[config.mk]
export PLATFORM = sky130hd
export DESIGN_NAME = ctr_src_router
export DESIGN_NICKNAME = d
export VERILOG_FILES = /design/src/rtl/ctr_src_pkg.sv /design/src/rtl/ref_tick_gen.sv /design/src/rtl/src_ctrl.sv /design/src/rtl/src_datapath.sv /design/src/rtl/ctr_src_router.sv
export SDC_FILE = /design/constraint.sdc
export NUM_CORES = 1
export LEC_CHECK = 0
export ABC_AREA = 1
export BUFFER_PORTS_ARGS = -buffer_cell sky130_fd_sc_hd__buf_2
export CORE_MARGIN = 5
export CORE_UTILIZATION = 35
export CTS_CLUSTER_DIAMETER = 100
export DETAILED_ROUTE_END_ITERATION = 10
export GPL_TIMING_DRIVEN = 0
export PLACE_DENSITY = 0.53
export SLEW_MARGIN = 20
export SYNTH_ARGS = -nofsm -noshare
export SYNTH_HDL_FRONTEND = slang
export SYNTH_SLANG_ARGS = --single-unit
[constraint.sdc]
create_clock -name clk -period 4.9 [get_ports clk]
set_clock_uncertainty 0.2 [all_clocks]
set_input_delay 0.98 -clock clk [delete_from_list [all_inputs] [get_ports clk]]
set_output_delay 0.98 -clock clk [all_outputs]
set_load 0.05 [all_outputs]
[src/rtl/ctr_src_pkg.sv]
package ctr_src_pkg;
  localparam int N_GROUPS = 3;
  localparam int N_TIMERS = 2;
  localparam int N_CHAN = 3;
  localparam int NCH = N_GROUPS * N_TIMERS * N_CHAN;
  localparam int IDX_W = $clog2(NCH);
  localparam int SRC_W = 5;
  localparam int STD_SRC_LIMIT = 8;
  localparam int N_REF = 5;
  localparam int FAST_SRC = 11;

  typedef struct packed {
    logic clkWr;
    logic gateWr;
    logic [IDX_W-1:0] chIdx;
    logic [SRC_W-1:0] src;
  } selStrobe_t;
endpackage

[src/rtl/ref_tick_gen.sv]
module ref_tick_gen #(
  parameter int FIRST_DIV = 2,
  parameter int DECADE = 10,
  parameter int STAGES = 5
) (
  input  logic clk,
  input  logic rstN,
  output logic [STAGES-1:0] tick
);
  localparam int W0 = (FIRST_DIV > 1) ? $clog2(FIRST_DIV) : 1;
  localparam int WD = $clog2(DECADE);

  logic [W0-1:0] firstCnt;

  always_ff @(posedge clk) begin
    if (!rstN) firstCnt <= '0;
    else if (tick[0]) firstCnt <= '0;
    else firstCnt <= firstCnt + 1'b1;
  end
  assign tick[0] = (firstCnt == W0'(FIRST_DIV - 1));

  for (genvar k = 1; k < STAGES; k++) begin : g_stage
    logic [WD-1:0] decCnt;
    logic decLast;
    assign decLast = (decCnt == WD'(DECADE - 1));
    always_ff @(posedge clk) begin
      if (!rstN) decCnt <= '0;
      else if (tick[k-1]) decCnt <= decLast ? '0 : decCnt + 1'b1;
    end
    assign tick[k] = tick[k-1] && decLast;
  end

  for (genvar k = 0; k < STAGES; k++) begin : g_chk

    tick_spacing_chk: assert property (@(posedge clk) disable iff (!rstN)
      tick[k] |=> !tick[k]);
  end
endmodule

[src/rtl/src_ctrl.sv]
module src_ctrl
  import ctr_src_pkg::*;
#(
  parameter logic [7:0] CLK_BASE = 8'h18,
  parameter logic [7:0] GATE_BASE = 8'h1B
) (
  input  logic clk,
  input  logic rstN,
  input  logic wrEn,
  input  logic [7:0] wrAddr,
  input  logic [7:0] wrData,
  input  logic enhMode,
  output selStrobe_t strb
);
  logic [SRC_W-1:0] srcNum;
  logic timerSel;
  logic [1:0] chanSel;
  logic [7:0] clkOff, gateOff, grpOff;
  logic clkHit, gateHit, legal;

  // source number is split: high part in bits 7:6, low part in bits 2:0
  assign srcNum = {wrData[7:6], wrData[2:0]};
  assign timerSel = wrData[5];
  assign chanSel = wrData[4:3];

  assign clkOff = wrAddr - CLK_BASE;
  assign gateOff = wrAddr - GATE_BASE;
  assign clkHit = (wrAddr >= CLK_BASE) && (int'(clkOff) < N_GROUPS);
  assign gateHit = (wrAddr >= GATE_BASE) && (int'(gateOff) < N_GROUPS);
  assign grpOff = clkHit ? clkOff : gateOff;

  assign legal = (int'(chanSel) < N_CHAN) &&
                 (enhMode || (int'(srcNum) < STD_SRC_LIMIT));

  always_comb begin
    strb.clkWr = wrEn && clkHit && legal;
    strb.gateWr = wrEn && gateHit && legal;
    strb.chIdx = IDX_W'((int'(grpOff) * N_TIMERS + int'(timerSel)) * N_CHAN
                        + int'(chanSel));
    strb.src = srcNum;
  end


  chan3_ignored_chk: assert property (@(posedge clk) disable iff (!rstN)
    (wrEn && wrData[4:3] == 2'd3) |-> !(strb.clkWr || strb.gateWr));


  std_range_chk: assert property (@(posedge clk) disable iff (!rstN)
    (wrEn && !enhMode && wrData[7:6] != 2'b00) |-> !(strb.clkWr || strb.gateWr));


  one_table_chk: assert property (@(posedge clk) disable iff (!rstN)
    $onehot0({strb.clkWr, strb.gateWr}));


  chidx_range_chk: assert property (@(posedge clk) disable iff (!rstN)
    (strb.clkWr || strb.gateWr) |-> (int'(strb.chIdx) < NCH));
endmodule

[src/rtl/src_datapath.sv]
module src_datapath
  import ctr_src_pkg::*;
(
  input  logic clk,
  input  logic rstN,
  input  selStrobe_t strb,
  input  logic [N_REF-1:0] refTick,
  input  logic [NCH-1:0] extClk,
  input  logic [NCH-1:0] extGate,
  output logic [NCH-1:0] clkEn,
  output logic [NCH-1:0] gateOut
);
  logic [NCH-1:0][SRC_W-1:0] clkSel;
  logic [NCH-1:0][SRC_W-1:0] gateSel;
  logic [NCH-1:0] extClkPrev;
  logic [N_REF:0] tickVec;

  assign tickVec = {refTick, 1'b0};

  always_ff @(posedge clk) begin
    if (!rstN) begin
      clkSel <= '0;
      gateSel <= '0;
      extClkPrev <= '0;
    end else begin
      extClkPrev <= extClk;
      if (strb.clkWr) clkSel[strb.chIdx] <= strb.src;
      if (strb.gateWr) gateSel[strb.chIdx] <= strb.src;
    end
  end

  for (genvar i = 0; i < NCH; i++) begin : g_ch
    logic [SRC_W-1:0] cs, gs;
    logic ckBit, gtBit;
    assign cs = clkSel[i];
    assign gs = gateSel[i];

    always_comb begin
      if (cs == '0) ckBit = extClk[i] & ~extClkPrev[i];
      else if (int'(cs) <= N_REF) ckBit = tickVec[cs];
      else if (int'(cs) == FAST_SRC) ckBit = 1'b1;
      else ckBit = 1'b0;
    end

    always_comb begin
      case (gs)
        SRC_W'(0): gtBit = 1'b1;
        SRC_W'(1): gtBit = extGate[i];
        default:   gtBit = 1'b0;
      endcase
    end

    assign clkEn[i] = ckBit;
    assign gateOut[i] = gtBit;


    pin_edge_chk: assert property (@(posedge clk) disable iff (!rstN)
      (clkSel[i] == '0 && clkEn[i]) |-> (extClk[i] && !extClkPrev[i]));


    gate_high_chk: assert property (@(posedge clk) disable iff (!rstN)
      (gateSel[i] == '0) |-> gateOut[i]);
  end


  clk_table_hold_chk: assert property (@(posedge clk) disable iff (!rstN)
    !strb.clkWr |=> $stable(clkSel));


  gate_table_hold_chk: assert property (@(posedge clk) disable iff (!rstN)
    !strb.gateWr |=> $stable(gateSel));
endmodule

[src/rtl/ctr_src_router.sv]
module ctr_src_router
  import ctr_src_pkg::*;
(
  input  logic clk,
  input  logic rstN,
  input  logic wrEn,
  input  logic [7:0] wrAddr,
  input  logic [7:0] wrData,
  input  logic enhMode,
  input  logic [NCH-1:0] extClk,
  input  logic [NCH-1:0] extGate,
  output logic [NCH-1:0] clkEn,
  output logic [NCH-1:0] gateOut
);
  selStrobe_t strb;
  logic [N_REF-1:0] refTick;

  src_ctrl #(.CLK_BASE(8'h18), .GATE_BASE(8'h1B)) u_ctrl (
    .clk(clk), .rstN(rstN), .wrEn(wrEn), .wrAddr(wrAddr),
    .wrData(wrData), .enhMode(enhMode), .strb(strb)
  );

  ref_tick_gen #(.FIRST_DIV(2), .DECADE(10), .STAGES(N_REF)) u_ticks (
    .clk(clk), .rstN(rstN), .tick(refTick)
  );

  src_datapath u_dp (
    .clk(clk), .rstN(rstN), .strb(strb), .refTick(refTick),
    .extClk(extClk), .extGate(extGate), .clkEn(clkEn), .gateOut(gateOut)
  );
endmodule

==> summary.txt <==
Drt
  • Post-Route WL: 32,800 um
  • First-pass detailed-route iteration total: 5
  • Total number of vias: approximately 11k
  • Vias per Instance: just under 5
  • Post-DRT Antenna Nets: 0
  • Initial drt markers: between 600 and 700
  • Routed len/inst: 15.2 um
  • Total DRC errors in the routed layout: 0

Finish
  • Net count reported at finish: ~1.8k
  • Design area: 12,700 sq um
  • Layout cell share with drive strength beyond 1: 12.0%
  • N_diodes: 0
  • Commonest non-fill, non-tap cell in the layout: nand2_1
  • Fill cell count: 3,271
  • Finished Layout Cells: 2,154
  • Area Growth Syn to Fin: 16.2%
  • Most frequent cells in the layout: nand2_1 (354), nor2_1 (320), dfxtp_1 (215), nand3_1 (175), inv_1 (146)

CTS
  • CTS Buf Count: 26
  • CTS Buffer Depth: 3
  • Root buffer cell: clkbuf_16
  • Post-CTS Setup Inserts: 0
  • Max H-tree Level: 1
  • Hold_buf cts: 0
  • Clock latency on the worst-skew pair: ~0.51 ns
  • CTS resizes: 0
  • CTS tree: done
  • Clock Sinks: 215
  • Clk slew on worst S/H paths: 0.06 ns

Global routing
  • Via count of the first global-routing pass: 9,932
  • GR Overflow Total: 0
  • Largest net degree at the start of global routing: 13
  • First-pass GRT wire length: approximately 53,000 um
  • Tot GR Track Use: 18.1%
  • Initial antenna violation count: 0

Yosys
  • Mapped Area: ~11,000 sq um
  • Distinct cells, synth: 39
  • Synth area leader: dfxtp_1
  • Share of the synthesized area in the top cell type: 39.4%
  • Syn. warnings: 0
  • Top_reg_cell synth: dfxtp_1
  • Avg Cell Area, Syn: 6.71 sq um
  • Async SR Flop Fraction: 0%
  • Post-Synthesis Cells: 1,627
  • Synthesized flop and latch total: 215
  • Share of the yosys chip area belonging to registers: 39.4%
  • Number of synthesized flops with an enable pin: 0
  • Syn nets: 1,698
  • Synth area leaders: dfxtp_1 (39%), nand2_1 (12%), nor2_1 (11%)

Place
  • Half-perimeter wire length after placement: roughly 23,000 um
  • Placed insts: 2,113
  • Placed cell areas: between 10,000 and 15,000 sq um
  • Worst slack at placement: -0.333 ns
  • Port buffer count: 90
  • GP Congestion: 0.833

Setup path
  • Delay-heaviest family, CP: adder cells
  • WP data arrival: 4.88 ns
  • Worst setup EP type: register
  • CP max FO: 10
  • Cell at the slowest stage of the critical path: buf_1
  • Critical path type: in -> reg
  • CP Buf/Inv Count: 3
  • CP max stage delay: 0.48 ns
  • Most frequent CP cell: ha_1
  • CP Cell Sequence: buf_2 -> ha_1 -> nor2_2 -> inv_2 -> nor2_2 -> nand3_2 -> xor2_1 -> ha_1 -> ha_1 -> ha_1 -> fa_2 -> xor2_1 -> buf_1 -> nand4_1 -> nor2_1 -> nor2_1 -> nor2_1
  • Required time of the worst setup path: 5.16 ns
  • Startpoint types: input port

Timing
  • Tcrit/Tclk final: a little over nine tenths
  • Slew margin rel.: 32.4%
  • Minimum clock period: 4.62 ns
  • Max Slew Vio Count: 0
  • Max Freq: 217 MHz
  • RSZ-0062 raised after global routing: false
  • Final WS setup: 0.284 ns
  • Worst Max-Slew Pin Slew: 1.00 ns
  • Final hold vios: 0
  • Final setup viols: 0

Hold path
  • Worst min path class: reg -> reg

Floorplan
  • Top-Level Pins: 92
  • Initial core utilization: 35.6%
  • Die height: ~190 um
  • FP Rows: between 60 and 70
  • Die area: ~35,000 sq um
  • Core area: a little over 30,000 sq um
  • Die width: 187 um

Power
  • LEAKAGE: 0.00541 uW
  • Power density cells: 326 nW/um^2
  • Worst VDD drop: between 0.2 and 0.25 mV

Flow run
  • Max Cap Viol: 0

Status
  • Status: complete, no violations
[synth_stat cells, drive strengths merged, types with 21 or more instances]
cell    count
nor3       27
dfxtp     215
inv       152
o21ai      49
nand3     179
nor4       21
nor2      339
nand4      26
buf        58
a21oi      82
nand2     365
clkbuf     46
[state kept, by name, summed over array words and instances (netlist names)]
register	cells
u_dp.g_ch.cs	90
u_dp.g_ch.gs	90
u_dp.extClkPrev	18
u_ticks.g_stage.decCnt	16
u_ticks.firstCnt	1
[cell type report]
cell class / count / area, sq um / share of cell area [%]
buffer: 104 / 539 / 4.25
sequential: 215 / 4300 / 33.9
clock buffer: 38 / 777 / 6.12
tap: 396 / 495 / 3.90
clock inverter: 3 / 40.0 / 0.316
timing repair buffer: 90 / 450 / 3.55
inverter: 152 / 571 / 4.50
multi-input combinational: 1156 / 5510 / 43.4
[layer usage]
layer  track usage [%]  vias up  routed length, um
li1                  -     5486                  -
met1              24.5     4928              15100
met2              30.9      252              15400
met3              2.60       44               1720
met4              4.06        0                608
met5                 0        -                  0
[tightest hold or removal path, stage by stage, from the launching register on]
cell and delay [ns]:
dfxtp_1 0.32, nor2_1 0.04, nor2_1 0.08
[worst paths after layout]
check / startpoint / end / slack [ns] / cells past startpoint
setup reg to reg: u_ticks.g_stage[2].decCnt[3]$_SDFFE_PN0P_ / u_ticks.g_stage[4].decCnt[3]$_SDFFE_PN0P_ / 2.17 / 10
setup / recovery: wrAddr[0] / u_dp.g_ch[13].cs[3]$_SDFFE_PN0P_ / 0.28 / 17
hold reg to reg: u_dp.g_ch[12].gs[2]$_SDFFE_PN0P_ / u_dp.g_ch[12].gs[2]$_SDFFE_PN0P_ / 0.27 / 2
hold / removal: u_dp.g_ch[12].gs[2]$_SDFFE_PN0P_ / u_dp.g_ch[12].gs[2]$_SDFFE_PN0P_ / 0.27 / 2
[power by group]
part           leakage, uW  switching [uW]  internal (uW)
Sequential         0.00174            4.75           1760
Combinational      0.00327             374            134
Clock             0.000404             735           1130
[logic make-up after synthesis]
family | count (synthesis) | share of synthesized area, %
simple gates | 970 | 39.3
buf+inv | 256 | 10.2
flops | 215 | 39.4
compound gates | 167 | 9.02
fa+ha+maj | 15 | 1.79
xor+xnor | 4 | 0.321
[stage by stage]
stage | setup TNS, ns | hold slack (ns) | total power (uW) | util, %
floorplan | 0 | 0.241 | 2160 | -
global placement | -19.91 | 0.257 | 2300 | 38.7
detailed placement | -32.91 | 0.262 | 2310 | 38.7
CTS | 0 | 0.269 | 4180 | 41.3
global route | 0 | 0.285 | 4310 | 41.4
finish | 0 | 0.271 | 4140 | 41.4
No activity file was read; power rests on OpenSTA's default activity.
